`src/rtl/sfg_pkg.sv`:
```
package sfg_pkg;
  typedef enum logic {SRC_INTERNAL = 1'b0, SRC_EXTERNAL = 1'b1} src_e;
  typedef enum logic {FS_ON_LOAD = 1'b0, FS_PERIODIC = 1'b1} fmode_e;
endpackage

```
`src/rtl/sfg_src_tick.sv`:
```
module sfg_src_tick #(
  parameter int SYNC_STAGES = 2
) (
  input  logic clk,
  input  logic rst_n,
  input  logic ext_clk,
  input  logic src_sel,
  output logic src_tick
);
  import sfg_pkg::*;

  logic [SYNC_STAGES:0] sync_q;
  logic [SYNC_STAGES:0] sync_d;
  logic                 ext_rise;

  always_comb begin
    sync_d = {sync_q[SYNC_STAGES-1:0], ext_clk};
  end

  always_ff @(posedge clk or negedge rst_n) begin
    if (!rst_n) sync_q <= '0;
    else        sync_q <= sync_d;
  end

  assign ext_rise = sync_q[SYNC_STAGES-1] & ~sync_q[SYNC_STAGES];
  assign src_tick = (src_sel == SRC_EXTERNAL) ? ext_rise : 1'b1;

  // an external tick is a single-cycle pulse
  assert_ext_tick_single_R3: assert property (@(posedge clk) disable iff (!rst_n)
    ext_rise |=> !ext_rise);
endmodule

```
`src/rtl/sfg_divider.sv`:
```
module sfg_divider #(
  parameter int DIV_W = 8
) (
  input  logic             clk,
  input  logic             rst_n,
  input  logic             div_rst_n,
  input  logic             src_tick,
  input  logic [DIV_W-1:0] div,
  output logic             gen_clk,
  output logic             rise_stb
);
  localparam int HI_W = DIV_W + 1;

  logic [DIV_W-1:0] cnt_q, cnt_d;
  logic             clk_q, clk_d;
  logic             stb_q, stb_d;
  logic [HI_W-1:0]  hi_len;
  logic             wrap;

  assign hi_len = ({1'b0, div} + HI_W'(2)) >> 1;

  always_comb begin
    cnt_d = cnt_q;
    clk_d = clk_q;
    stb_d = 1'b0;
    wrap  = (cnt_q >= div);
    if (!div_rst_n) begin
      cnt_d = div;
      clk_d = 1'b0;
    end else if (src_tick) begin
      cnt_d = wrap ? '0 : cnt_q + DIV_W'(1);
      clk_d = ({1'b0, cnt_d} < hi_len);
      stb_d = wrap;
    end
  end

  always_ff @(posedge clk or negedge rst_n) begin
    if (!rst_n) begin
      cnt_q <= '0;
      clk_q <= 1'b0;
      stb_q <= 1'b0;
    end else begin
      cnt_q <= cnt_d;
      clk_q <= clk_d;
      stb_q <= stb_d;
    end
  end

  assign gen_clk  = clk_q;
  assign rise_stb = stb_q;

  assert_div_reset_low_R4: assert property (@(posedge clk) disable iff (!rst_n)
    !div_rst_n |=> !gen_clk);
  assert_rise_has_strobe_R1: assert property (@(posedge clk) disable iff (!rst_n)
    $rose(gen_clk) |-> rise_stb);
  assert_no_strobe_in_reset_R4: assert property (@(posedge clk) disable iff (!rst_n)
    !div_rst_n |=> !rise_stb);
endmodule

```
`src/rtl/sfg_fs_former.sv`:
```
module sfg_fs_former #(
  parameter int PER_W = 12,
  parameter int WID_W = 8
) (
  input  logic             clk,
  input  logic             rst_n,
  input  logic             fs_rst_n,
  input  logic             rise_stb,
  input  logic             frame_mode,
  input  logic [PER_W-1:0] per,
  input  logic [WID_W-1:0] wid,
  input  logic             xfer_load,
  output logic             fs
);
  import sfg_pkg::*;

  logic [PER_W-1:0] pcnt_q, pcnt_d;
  logic [WID_W-1:0] wcnt_q, wcnt_d;
  logic             fs_q, fs_d;
  logic             pend_q, pend_d;
  logic             load_now, pwrap, start;

  always_comb begin
    pcnt_d   = pcnt_q;
    wcnt_d   = wcnt_q;
    fs_d     = fs_q;
    pend_d   = pend_q;
    load_now = xfer_load && (frame_mode == FS_ON_LOAD);
    pwrap    = (pcnt_q >= per);
    start    = 1'b0;
    if (!fs_rst_n) begin
      pcnt_d = per;
      wcnt_d = '0;
      fs_d   = 1'b0;
      pend_d = 1'b0;
    end else if (rise_stb) begin
      pcnt_d = pwrap ? '0 : pcnt_q + PER_W'(1);
      start  = (frame_mode == FS_PERIODIC) ? pwrap : (pend_q | load_now);
      pend_d = 1'b0;
      if (start) begin
        fs_d   = 1'b1;
        wcnt_d = '0;
      end else if (fs_q) begin
        if (wcnt_q >= wid) fs_d = 1'b0;
        else               wcnt_d = wcnt_q + WID_W'(1);
      end
    end else if (load_now) begin
      pend_d = 1'b1;
    end
  end

  always_ff @(posedge clk or negedge rst_n) begin
    if (!rst_n) begin
      pcnt_q <= '0;
      wcnt_q <= '0;
      fs_q   <= 1'b0;
      pend_q <= 1'b0;
    end else begin
      pcnt_q <= pcnt_d;
      wcnt_q <= wcnt_d;
      fs_q   <= fs_d;
      pend_q <= pend_d;
    end
  end

  assign fs = fs_q;

  assert_fs_reset_low_R8: assert property (@(posedge clk) disable iff (!rst_n)
    !fs_rst_n |=> !fs);
  assert_fs_only_on_edge_R5: assert property (@(posedge clk) disable iff (!rst_n)
    (fs_rst_n && !rise_stb) |=> $stable(fs));
  assert_fs_rise_after_strobe_R6: assert property (@(posedge clk) disable iff (!rst_n)
    $rose(fs) |-> $past(rise_stb));
  assert_no_pending_in_reset_R8: assert property (@(posedge clk) disable iff (!rst_n)
    !fs_rst_n |=> !pend_q);
endmodule

```
`src/rtl/sfg_top.sv`:
```
module sfg_top #(
  parameter int DIV_W       = 8,
  parameter int PER_W       = 12,
  parameter int WID_W       = 8,
  parameter int SYNC_STAGES = 2
) (
  input  logic             clk,
  input  logic             rst_n,
  input  logic             div_rst_n,
  input  logic             fs_rst_n,
  input  logic             src_sel,
  input  logic             ext_clk,
  input  logic [DIV_W-1:0] div,
  input  logic             frame_mode,
  input  logic [PER_W-1:0] per,
  input  logic [WID_W-1:0] wid,
  input  logic             xfer_load,
  input  logic             clk_dir,
  input  logic             fs_dir,
  input  logic             clk_pin_in,
  input  logic             fs_pin_in,
  output logic             clk_pin_out,
  output logic             clk_pin_oe,
  output logic             fs_pin_out,
  output logic             fs_pin_oe,
  output logic             bit_clk,
  output logic             frame_sync
);
  logic src_tick;
  logic gen_clk;
  logic rise_stb;
  logic gen_fs;

  sfg_src_tick #(.SYNC_STAGES(SYNC_STAGES)) u_src (
    .clk(clk), .rst_n(rst_n), .ext_clk(ext_clk), .src_sel(src_sel),
    .src_tick(src_tick)
  );

  sfg_divider #(.DIV_W(DIV_W)) u_div (
    .clk(clk), .rst_n(rst_n), .div_rst_n(div_rst_n), .src_tick(src_tick),
    .div(div), .gen_clk(gen_clk), .rise_stb(rise_stb)
  );

  sfg_fs_former #(.PER_W(PER_W), .WID_W(WID_W)) u_fs (
    .clk(clk), .rst_n(rst_n), .fs_rst_n(fs_rst_n), .rise_stb(rise_stb),
    .frame_mode(frame_mode), .per(per), .wid(wid), .xfer_load(xfer_load),
    .fs(gen_fs)
  );

  assign clk_pin_out = gen_clk;
  assign clk_pin_oe  = clk_dir;
  assign fs_pin_out  = gen_fs;
  assign fs_pin_oe   = fs_dir;
  assign bit_clk     = clk_dir ? gen_clk : clk_pin_in;
  assign frame_sync  = fs_dir  ? gen_fs  : fs_pin_in;
endmodule

```
`config.mk`:
```
export PLATFORM = sky130hd
export DESIGN_NAME = sfg_top
export DESIGN_NICKNAME = d
export VERILOG_FILES = /design/src/rtl/sfg_pkg.sv /design/src/rtl/sfg_src_tick.sv /design/src/rtl/sfg_divider.sv /design/src/rtl/sfg_fs_former.sv /design/src/rtl/sfg_top.sv
export SDC_FILE = /design/constraint.sdc
export NUM_CORES = 1
export LEC_CHECK = 0
export BUFFER_PORTS_ARGS = -buffer_cell sky130_fd_sc_hd__buf_2
export CAP_MARGIN = 10
export CELL_PAD_IN_SITES_DETAIL_PLACEMENT = 0
export CELL_PAD_IN_SITES_GLOBAL_PLACEMENT = 1
export CORE_AREA = 2 2 99 101
export CTS_BUF_LIST = sky130_fd_sc_hd__clkbuf_2
export CTS_CLUSTER_DIAMETER = 80
export DETAILED_ROUTE_END_ITERATION = 8
export DIE_AREA = 0 0 101 103
export PLACE_DENSITY = 0.76
export RECOVER_POWER = 25
export SLEW_MARGIN = 20
export SYNTH_ARGS = -nofsm -noshare
export SYNTH_HDL_FRONTEND = slang
export SYNTH_HIERARCHICAL = 1
export SYNTH_SLANG_ARGS = --single-unit
```
`constraint.sdc`:
```
create_clock -name clk -period 2.7 [get_ports clk]
set_input_delay 0.27 -clock clk [delete_from_list [all_inputs] [get_ports clk]]
set_output_delay 0.27 -clock clk [all_outputs]
set_load 0.02 [all_outputs]
```
==> run_results.csv, run 1 <==
group,metric,value,unit
synthesis,synth_seq_cells,35,
place,place_hpwl,5486,µm
route,wl_per_cell,14.01,µm
global_route,grt_pass1_wl,12000,µm
critical_path,timing.critical_path.buf_inv,1,
sta,setup_viol,0,
critical_path,cp-start-kind,"register",
sta,fin_crit,2.587,ns
die,die_x,101,µm
critical_path,slowest_stage,"dfrtp_1",
pwr,power_frac_seq,42.9,%
final_layout,areaGrowthSynthToFinish,16.99,%
synthesis,ys_seq_area_share,29.07,%
pwr,clkPwrFrac,17.1,%
pwr,pwr-share-comb,40.0,%
place,dp.cells,495,
pwr,p_sw,541.1,µW
sta,tightest_slew,2.086,ns
clock_tree,cts_made_buffers,5,
synthesis,ys.flop_type,"dfrtp_1",
sta,relSlewSlack,-39.06,%
critical_path,crit_path_frequent_cell,"ha_1",
die,ioPinCount,46,
synthesis,syn_area_per_cell,9.075,µm²
synthesis,yosysWarnings,6,
place,globalplace.congestion,0.8168,
die,initial_core_util,31.85,%
critical_path,cp.arrival,2.87,ns
pwr,p_per_area,408.6,nW/µm²
pwr,power.total,1.440,mW
final_layout,final_nets,473,
global_route,grt-ovfl-total,0,
job,maxCapViolCount,1,
critical_path,slowest_delay,0.44,ns
synthesis,async_flop_share,100.0,%
critical_path,critPathCaptureType,"register",
global_route,antenna_found_initial,0,
clock_tree,cts_buffer_depth,2,
clock_tree,htreeDepth,2,
outcome,outcome,"finished with violations",
clock_tree,cts_root_buffer,"clkbuf_2",
synthesis,synth-edff-count,0,
critical_path,path_class,"register to register",
final_layout,layoutNonFillerInstCount,509,
critical_path,path_cells,"ha_1 -> o211a_1 -> a211oi_2 -> a211o_1 -> buf_4 -> and3_4 -> ha_1 -> o21ai_0 -> a221o_1 -> o311a_1",
sta,final_max_slew_viol_count,36,
critical_path,worstPathRequired,2.98,ns
synthesis,synthCells,332,
route,vias_per_cell,5.143,
die,rows,36,
sta,finalCritPeriodShare,95.82,%
global_route,grt_pass1_vias,2537,
sta,max_freq,386.5,MHz
clock_tree,clock_latency,0.37,ns
synthesis,synth_nets,411,
outcome,failed_checks,"capacitance limit, slew limit",
pwr,p_leak,1.743,nW
sta,hold_violations,0,
place,numPortBuffers,45,
die,core,9459,µm²
route,vias,2618,
clock_tree,cts.sinks,35,
critical_path,crit_family,"compound AO/OA/AOI/OAI gates",
pwr,p_sw_share,37.57,%
synthesis,yosysUniqueCellTypes,60,
sta,finClkSkew,0.01235,ns
clock_tree,tritoncts,"done",
clock_tree,cts.reportedPaths.clkPinSlew,0.19,ns
route,post-route-drc-count,0,
synthesis,syn_area,3013,µm²
global_route,grt_max_degree,36,
die,die_area,10400,µm²
final_layout,drive_gt1_share,22.78,%
die,fp.dieH,103,µm
global_route,track_usage,14.44,%
route,drt_iter0_drc,109,
pwr,vdd_drop_max,0.1171,mV
route,wl,7132,µm
route,dr.pass1.iters,4,
hold_path,worstHoldPathType,"input pin to register",
critical_path,cp_max_fo,3,
pwr,power.internal,899.2,µW
route,ant_nets,0,
final_layout,antenna_cells,0,
[cell families after synthesis]
| family | synth area share [%] |
|---|---|
| fa+ha+maj | 16.20 |
| compound gates | 21.64 |
| simple gates | 19.35 |
| buf+inv | 6.312 |
| mux | 2.492 |
| flops | 29.07 |
| xor+xnor | 4.942 |
[repair_timing]
action / CTS / global route
endpoints found under the setup margin: 0 / 8
hold buffers: 2 / 0
gates resized for setup: 0 / 2
hold endpoints to repair: 28 / 0
setup buffers: 0 / 4
[registers in the layout, summed over array words and instances (netlist names)]
register,count
u_fs/wcnt_q,8
u_fs/fs,1
u_div/rise_stb,1
u_div/gen_clk,1
u_fs/pend_q,1
u_div/cnt_q,8
u_fs/pcnt_q,12
u_src/sync_q,3
[metrics by stage]
step	hold WS, ns	area (µm²)	TNS (ns)	util [%]	setup slack (ns)
after floorplan	-0.02559	3013	0	-	0.1812
after global placement	0.3341	3423	0	36.19	0.1568
after detailed placement	0.3402	3423	0	36.19	0.1153
after CTS	0.07371	3481	0	36.80	0.1021
after global routing	0.08932	3525	-0.002723	37.26	-0.002723
final	0.1215	3525	0	37.26	0.1130
[cell usage in the layout (no fill, tap or decap), types with 5 or more instances in the layout]
cell type,synthesis,final
nand3_1,14,14
a221o_1,11,11
xnor2_1,13,13
nor3_1,5,5
clkbuf_2,0,6
buf_2,2,42
o21ai_0,20,20
nand2_1,19,19
ha_1,39,39
and3_1,10,10
nor3b_1,7,7
dfrtp_1,35,35
a21oi_1,13,13
inv_1,36,36
buf_4,3,17
nor2_1,25,25
[final timing paths]
| kind | startpoint | to | slack, ns | cells past startpoint |
|---|---|---|---|---|
| max reg2reg | u_div/cnt_q[4] | u_div/gen_clk | 0.11 | 10 |
| max in group asynchronous | rst_n | u_fs/pcnt_q[6] | 0.51 | 2 |
| min | per[9] | u_fs/pcnt_q[9] | 0.12 | 3 |
| min reg2reg | u_src/sync_q[0] | u_src/sync_q[1] | 0.38 | 0 |
| max | u_div/cnt_q[4] | u_div/gen_clk | 0.11 | 10 |
| min in group asynchronous | rst_n | u_div/cnt_q[7] | 1.01 | 2 |
[metal layers]
metal	global-route usage, %	wire [µm]	vias to the layer above
met5	0	0	-
met4	3.638	45	0
met3	2.712	298	4
met2	23.23	3264	52
met1	20.08	3522	1228
li1	-	-	1334
[Yosys cell counts (2+ instances only)]
library cell	instances	area, µm²
a211o_1	3	26.28
a211oi_1	3	22.52
a21o_1	4	30.03
a21oi_1	13	65.06
a221o_1	11	110.1
a22oi_1	4	30.03
a31oi_1	2	12.51
a32oi_1	4	35.03
and2_1	3	18.77
and3_1	10	62.56
and3_4	2	22.52
buf_2	2	10.01
buf_4	3	22.52
clkbuf_1	3	11.26
dfrtp_1	35	875.8
ha_1	39	488.0
inv_1	36	135.1
mux2_2	3	33.78
mux2_4	2	30.03
nand2_1	19	71.32
nand2b_1	2	12.51
nand3_1	14	70.07
nand4_1	2	12.51
nor2_1	25	93.84
nor2b_1	3	18.77
nor3_1	5	25.02
nor3b_1	7	52.55
nor4_1	3	18.77
nor4b_1	2	17.52
o21ai_0	20	100.1
o22ai_1	3	18.77
or2_2	2	12.51
xnor2_1	13	113.9
xor2_1	4	35.03
[cell type report]
| class | instances | area (µm²) |
|---|---|---|
| multi-input combinational | 252 | 1964 |
| tap | 114 | 142.6 |
| timing repair buffer | 64 | 369.1 |
| clock buffer | 6 | 30.03 |
| fill | 1001 | 5934 |
| sequential | 35 | 875.8 |
| clock inverter | 2 | 7.507 |
| inverter | 36 | 135.1 |
[worst reg2reg max path, cell delays in order (launching register included)]
cell      delay [ns]
dfrtp_1         0.44
ha_1            0.32
o211a_1         0.17
a211oi_2        0.04
a211o_1         0.26
buf_4           0.16
and3_4          0.17
ha_1            0.27
o21ai_0         0.07
a221o_1         0.34
o311a_1         0.28
[power groups by stage]
stage	sequential, mW	clock (mW)	combinational (mW)
6_report	0.618	0.246	0.576
5_1_grt	0.626	0.284	0.656
4_1_cts	0.618	0.268	0.567
3_5_place_dp	0.627	0	0.562
3_3_place_gp	0.627	0	0.551
2_1_floorplan	0.631	0	0.378
Power figures use the tool's default switching activity.
==> run 2, diff against run 1 <==
--- a/config.mk
+++ b/config.mk
@@ -5,6 +5,7 @@
 export SDC_FILE = /design/constraint.sdc
 export NUM_CORES = 1
 export LEC_CHECK = 0
+export ABC_AREA = 1
 export BUFFER_PORTS_ARGS = -buffer_cell sky130_fd_sc_hd__buf_2
 export CAP_MARGIN = 10
 export CELL_PAD_IN_SITES_DETAIL_PLACEMENT = 0
@@ -14,7 +15,7 @@
 export CTS_CLUSTER_DIAMETER = 80
 export DETAILED_ROUTE_END_ITERATION = 8
 export DIE_AREA = 0 0 101 103
-export PLACE_DENSITY = 0.76
+export PLACE_DENSITY = 0.78
 export RECOVER_POWER = 25
 export SLEW_MARGIN = 20
 export SYNTH_ARGS = -nofsm -noshare
==> run_results.csv, run 2 <==
group,metric,value,unit
outcome,outcome,"finished with violations",
outcome,failed_checks,"capacitance limit, slew limit",
pwr,power_frac_seq,43.9,%
critical_path,slowest_stage,"dfrtp_1",
pwr,pwr-share-comb,32.1,%
final_layout,reg.largest.list,"u_fs/pcnt_q: 12 flops, u_div/cnt_q: 8 flops, u_fs/wcnt_q: 8 flops",
clock_tree,cts_buffer_depth,2,
synthesis,synth_area_leaders,"dfrtp_1 (29%), ha_1 (16%), nand2_1 (13%), inv_1 (10%), o221ai_1 (4.1%)",
pwr,p_per_area,415.1,nW/µm²
global_route,grt_max_degree,36,
clock_tree,htreeDepth,2,
synthesis,yosysWarnings,6,
final_layout,multi_input_area,1775,µm²
synthesis,synth_nets,483,
die,die_area,10400,µm²
sta,final_max_slew_viol_count,36,
global_route,grt_pass1_vias,2758,
critical_path,cp.depth,14,
synthesis,ys_seq_area_share,29.13,%
critical_path,cp_max_fo,7,
global_route,grt-ovfl-total,0,
sta,finalCritPeriodShare,87.25,%
place,place_hpwl,5171,µm
critical_path,slowest_delay,0.46,ns
final_layout,regMostFlops,"u_fs/pcnt_q",
critical_path,reg2reg_slack,0.34,ns
final_layout,antenna_cells,0,
critical_path,crit_family,"simple AND/OR/NAND/NOR gates",
critical_path,critPathCaptureType,"register",
sta,setup_viol,0,
critical_path,path_class,"register to register",
sta,relSlewSlack,-32.25,%
clock_tree,cts.sinks,35,
synthesis,yosysMostFrequentCell,"nand2_1",
synthesis,synth_commonest_cells,"nand2_1 (102), inv_1 (80), ha_1 (39)",
place,numPortBuffers,45,
final_layout,layoutNonFillerInstCount,568,
sta,finClkSkew,0.01151,ns
clock_tree,tritoncts,"done",
die,initial_core_util,31.79,%
final_layout,drive_gt1_share,15.42,%
route,wl_per_cell,11.70,µm
die,die_x,101,µm
job,maxCapViolCount,1,
pwr,p_sw_share,36.45,%
route,dr.pass1.iters,4,
sta,fin_crit,2.356,ns
route,post-route-drc-count,0,
final_layout,largest_reg_flops,12,
route,vias_per_cell,4.750,
critical_path,rr_worst_depth,14,
global_route,antenna_found_initial,0,
synthesis,synth_seq_cells,35,
route,ant_nets,0,
hold_path,worstHoldPathType,"input pin to register",
synthesis,synth_top_cell_by_area,"dfrtp_1",
synthesis,syn_area_per_cell,7.442,µm²
global_route,grt_pass1_wl,11810,µm
synthesis,synthCells,404,
place,dp.cells,558,
synthesis,async_flop_share,100.0,%
critical_path,worstPathRequired,3.03,ns
die,ioPinCount,46,
synthesis,syn_area,3007,µm²
place,globalplace.congestion,0.8387,
final_layout,n_fill_cell,1017,
pwr,p_leak,1.949,nW
synthesis,yosysUniqueCellTypes,32,
clock_tree,cts_root_buffer,"clkbuf_2",
die,core,9459,µm²
die,rows,36,
clock_tree,cts.reportedPaths.clkPinSlew,0.19,ns
critical_path,timing.critical_path.buf_inv,4,
final_layout,stdcell_area,3422,µm²
clock_tree,cts_made_buffers,5,
sta,tightest_slew,1.984,ns
place,post_dp_cell_area,3342,µm²
route,wl,6643,µm
route,drt_iter0_drc,88,
sta,rsz0062_at_grt,"no",
critical_path,cp-start-kind,"register",
die,fp.dieH,103,µm
final_layout,areaGrowthSynthToFinish,13.82,%
pwr,p_sw,517.7,µW
route,vias,2698,
synthesis,ys.flop_type,"dfrtp_1",
clock_tree,clock_latency,0.38,ns
pwr,clkPwrFrac,24.0,%
final_layout,final_common_cell,"nand2_1",
sta,setup_tns,0,ns
sta,hold_violations,0,
final_layout,final_cell_mix,"nand2_1 (102), inv_1 (80), buf_2 (42)",
final_layout,regArea,875.8,µm²
critical_path,path_cells,"inv_1 -> ha_1 -> inv_1 -> nor3_1 -> nand2_1 -> nand3_1 -> inv_2 -> nand3_2 -> inv_1 -> ha_1 -> a211oi_1 -> and3_1 -> nand2_1 -> nand2_1",
pwr,vdd_drop_max,0.2452,mV
hold_path,worstHoldPathCells,3,
global_route,track_usage,13.94,%
synthesis,synth_top_area_share,29.13,%
clock_tree,cts_resized,0,
critical_path,cp.arrival,2.68,ns
final_layout,final_nets,532,
pwr,power.internal,902.7,µW
synthesis,synth-edff-count,0,
sta,max_freq,424.5,MHz
[run 2: cell type report]
cell class                      count  area share (%)
Multi-Input combinational cell    280           51.88
Sequential cell                    35           25.59
Tap cell                          114           4.168
Timing Repair Buffer               49           7.495
Clock inverter                      3           1.133
Clock buffer                        5          0.7313
Inverter                           82           8.995
[run 2: worst paths after layout]
kind / from / to
min: per[10] / u_fs/pcnt_q[10]
max reg2reg: u_div/cnt_q[0] / u_div/gen_clk
min in group asynchronous: rst_n / u_fs/wcnt_q[6]
max in group asynchronous: rst_n / u_div/cnt_q[5]
max: u_div/cnt_q[0] / u_div/gen_clk
min reg2reg: u_src/sync_q[0] / u_src/sync_q[1]
[run 2: power by group through the flow]
stage	Sequential (mW)	Clock, mW	Combinational, mW
after detailed placement	0.633	0	0.457
after global routing	0.632	0.375	0.538
final	0.623	0.341	0.456
after global placement	0.631	0	0.446
after CTS	0.623	0.354	0.462
after floorplan	0.624	0	0.328
[run 2: per-stage QoR]
stage	setup slack, ns	total power [mW]	hold slack, ns	utilization (%)
2_1_floorplan	0.6005	0.9521	-0.02559	-
3_3_place_gp	0.4236	1.077	0.3322	35.33
3_5_place_dp	0.3790	1.090	0.3371	35.33
4_1_cts	0.3223	1.439	0.1067	36.22
5_1_grt	0.04915	1.546	0.1026	36.18
6_report	0.3442	1.420	0.1404	36.18
[run 2: timing repair]
item	4_1_cts	5_1_grt
buffers inserted	0	0
hold endpoints to repair	36	0
hold buffers	2	0
[run 2: kinds of logic after synthesis]
| kind of cell | share of synthesized area, % |
|---|---|
| simple gates | 28.09 |
| buf+inv | 11.82 |
| compound gates | 9.197 |
| fa+ha+maj | 16.23 |
| flops | 29.13 |
| xor+xnor | 5.535 |
[run 2: worst reg2reg max path, delay by kind of cell, from the launching register on]
family                     cells  cell delay [ns]
and+or+nand+nor                7             0.77
DFF                            1             0.46
AOI/OAI and AO/OA              1             0.23
buffers and inverters          4             0.26
adders and majority gates      2             0.60
[run 2: routing by layer]
layer	up-vias	GRT usage (%)	wire, µm
li1	1411	-	-
met5	-	0	0
met2	44	26.00	3267
met1	1239	16.81	3150
met4	0	4.158	52
met3	4	1.695	172
==> run 3, diff against run 2 <==
--- a/config.mk
+++ b/config.mk
@@ -6,7 +6,6 @@
 export NUM_CORES = 1
 export LEC_CHECK = 0
 export ABC_AREA = 1
-export BUFFER_PORTS_ARGS = -buffer_cell sky130_fd_sc_hd__buf_2
 export CAP_MARGIN = 10
 export CELL_PAD_IN_SITES_DETAIL_PLACEMENT = 0
 export CELL_PAD_IN_SITES_GLOBAL_PLACEMENT = 1
@@ -15,7 +14,8 @@
 export CTS_CLUSTER_DIAMETER = 80
 export DETAILED_ROUTE_END_ITERATION = 8
 export DIE_AREA = 0 0 101 103
-export PLACE_DENSITY = 0.78
+export DONT_BUFFER_PORTS = 1
+export PLACE_DENSITY = 0.72
 export RECOVER_POWER = 25
 export SLEW_MARGIN = 20
 export SYNTH_ARGS = -nofsm -noshare
==> run_results.csv, run 3 (synthesis results as in run 2) <==
group,metric,value,unit
die,die_area,10400,µm²
final_layout,final_nets,494,
critical_path,slowest_stage,"dfrtp_1",
critical_path,critPathCaptureType,"register",
clock_tree,cts_made_buffers,5,
outcome,outcome,"finished, final reports clean",
route,drt_iter0_drc,80,
place,numPortBuffers,0,
clock_tree,cts_resized,0,
final_layout,reg.largest.list,"u_fs/pcnt_q: 12 flops, u_div/cnt_q: 8 flops, u_fs/wcnt_q: 8 flops",
critical_path,slowest_delay,0.44,ns
sta,relSlewSlack,52.39,%
route,vias,2567,
sta,holdWs,0.03182,ns
clock_tree,cts.sinks,35,
final_layout,antenna_cells,0,
critical_path,timing.critical_path.buf_inv,4,
final_layout,drive_gt1_share,6.506,%
final_layout,final_common_cell,"nand2_1",
final_layout,final_cell_mix,"nand2_1 (102), inv_1 (80), ha_1 (39)",
die,die_x,101,µm
clock_tree,cts_buffer_depth,2,
die,initial_core_util,31.79,%
sta,fin_ws,0.4290,ns
critical_path,crit_family,"simple AND/OR/NAND/NOR gates",
route,ant_nets,0,
sta,fin_crit,2.271,ns
critical_path,cp.arrival,2.61,ns
global_route,grt_pass1_vias,2595,
clock_tree,cts_root_buffer,"clkbuf_2",
final_layout,regMostFlops,"u_fs/pcnt_q",
critical_path,timing.critical_path.from,"u_div/cnt_q[0]",
global_route,grt-ovfl-total,0,
die,core,9459,µm²
final_layout,layoutNonFillerInstCount,529,
pwr,p_per_area,396.6,nW/µm²
sta,finClkSkew,0.02140,ns
route,dr.pass1.iters,4,
clock_tree,cts.reportedPaths.clkPinSlew,0.20,ns
sta,hold_violations,0,
global_route,track_usage,14.25,%
global_route,antenna_found_initial,0,
die,ioPinCount,46,
global_route,grt_max_degree,36,
sta,finalCritPeriodShare,84.11,%
route,wl,6914,µm
sta,final_max_slew_viol_count,0,
place,place_hpwl,5103,µm
job,maxCapViolCount,0,
critical_path,cp_max_fo,7,
sta,max_freq,440.3,MHz
hold_path,min_to,"u_div/cnt_q[0]",
sta,tightest_slew,0.7117,ns
place,dpl_worst_slack,0.4555,ns
pwr,vdd_drop_max,0.1937,mV
global_route,grt_pass1_wl,11810,µm
place,globalplace.congestion,0.8250,
critical_path,rr_worst_depth,14,
clock_tree,cts_hold_buf,8,
clock_tree,htreeDepth,2,
pwr,power.total,1.290,mW
die,fp.dieH,103,µm
place,dp.cells,512,
critical_path,rr_endpoint,"u_div/gen_clk",
sta,setup_viol,0,
pwr,p_leak,1.796,nW
critical_path,worstPathRequired,3.04,ns
critical_path,cp-start-kind,"register",
route,post-route-drc-count,0,
die,rows,36,
route,wl_per_cell,13.07,µm
clock_tree,tritoncts,"done",
clock_tree,clock_latency,0.38,ns
critical_path,path_cells,"inv_1 -> ha_1 -> inv_1 -> nor3_1 -> nand2_1 -> nand3_1 -> inv_2 -> nand3_2 -> inv_1 -> ha_1 -> a211oi_1 -> and3_1 -> nand2_1 -> nand2_1",
final_layout,largest_reg_flops,12,
critical_path,reg2reg_slack,0.43,ns
critical_path,timing.rr.start,"u_div/cnt_q[0]",
critical_path,path_class,"register to register",
clock_tree,post_cts_buffers,0,
final_layout,areaGrowthSynthToFinish,8.198,%
route,vias_per_cell,4.853,
hold_path,worstHoldPathCells,2,
sta,setup_tns,0,ns
hold_path,worstHoldPathType,"input pin to register",
hold_path,holdCritStartpoint,"div[0]",
sta,rsz0062_at_grt,"no",
## run 3: final cells by class
type | instances | area (µm²)
flip-flops and latches | 35 | 875.8
repair buffers | 11 | 117.6
well taps | 114 | 142.6
clock buffers | 5 | 25.02
multi-input cells | 280 | 1775
clock inverters | 2 | 8.758
fillers | 1047 | 6206
inverters | 82 | 307.8
## run 3: metrics by stage
step	utilization (%)	instance area (µm²)
after floorplan	-	3007
after global placement	32.87	3109
after detailed placement	32.87	3109
after CTS	34.18	3233
after global routing	34.39	3253
final	34.39	3253
## run 3: where the power goes
group          total (mW)  leakage, nW  internal (mW)  switching (mW)
clock network       0.244       0.0262         0.0549           0.189
logic               0.419         1.32          0.165           0.254
registers           0.627        0.446          0.569          0.0580
## run 3: worst max path at each step
| stage | endpoint | cells past startpoint |
|---|---|---|
| finish | u_div/gen_clk | 14 |
| global placement | u_div/gen_clk | 14 |
| floorplan | u_div/gen_clk | 14 |
| global route | u_div/gen_clk | 14 |
| CTS | u_div/gen_clk | 15 |
| detailed placement | u_div/gen_clk | 14 |
## run 3: worst reg2reg max path, delay by kind of cell (launching register included)
kind	cells	cell delay, ns
AO/OA/AOI/OAI	1	0.22
adder cells (fa/ha/maj)	2	0.60
buffers and inverters	4	0.25
flip-flops	1	0.44
AND/OR/NAND/NOR	7	0.73
## run 3: routing by layer
layer  up-vias  GRT usage [%]  wire length, µm
li1       1334              -                -
met1      1176          17.41             3253
met2        53          25.85             3351
met3         4          3.119              267
met4         0          3.015               41
met5         -              0                0
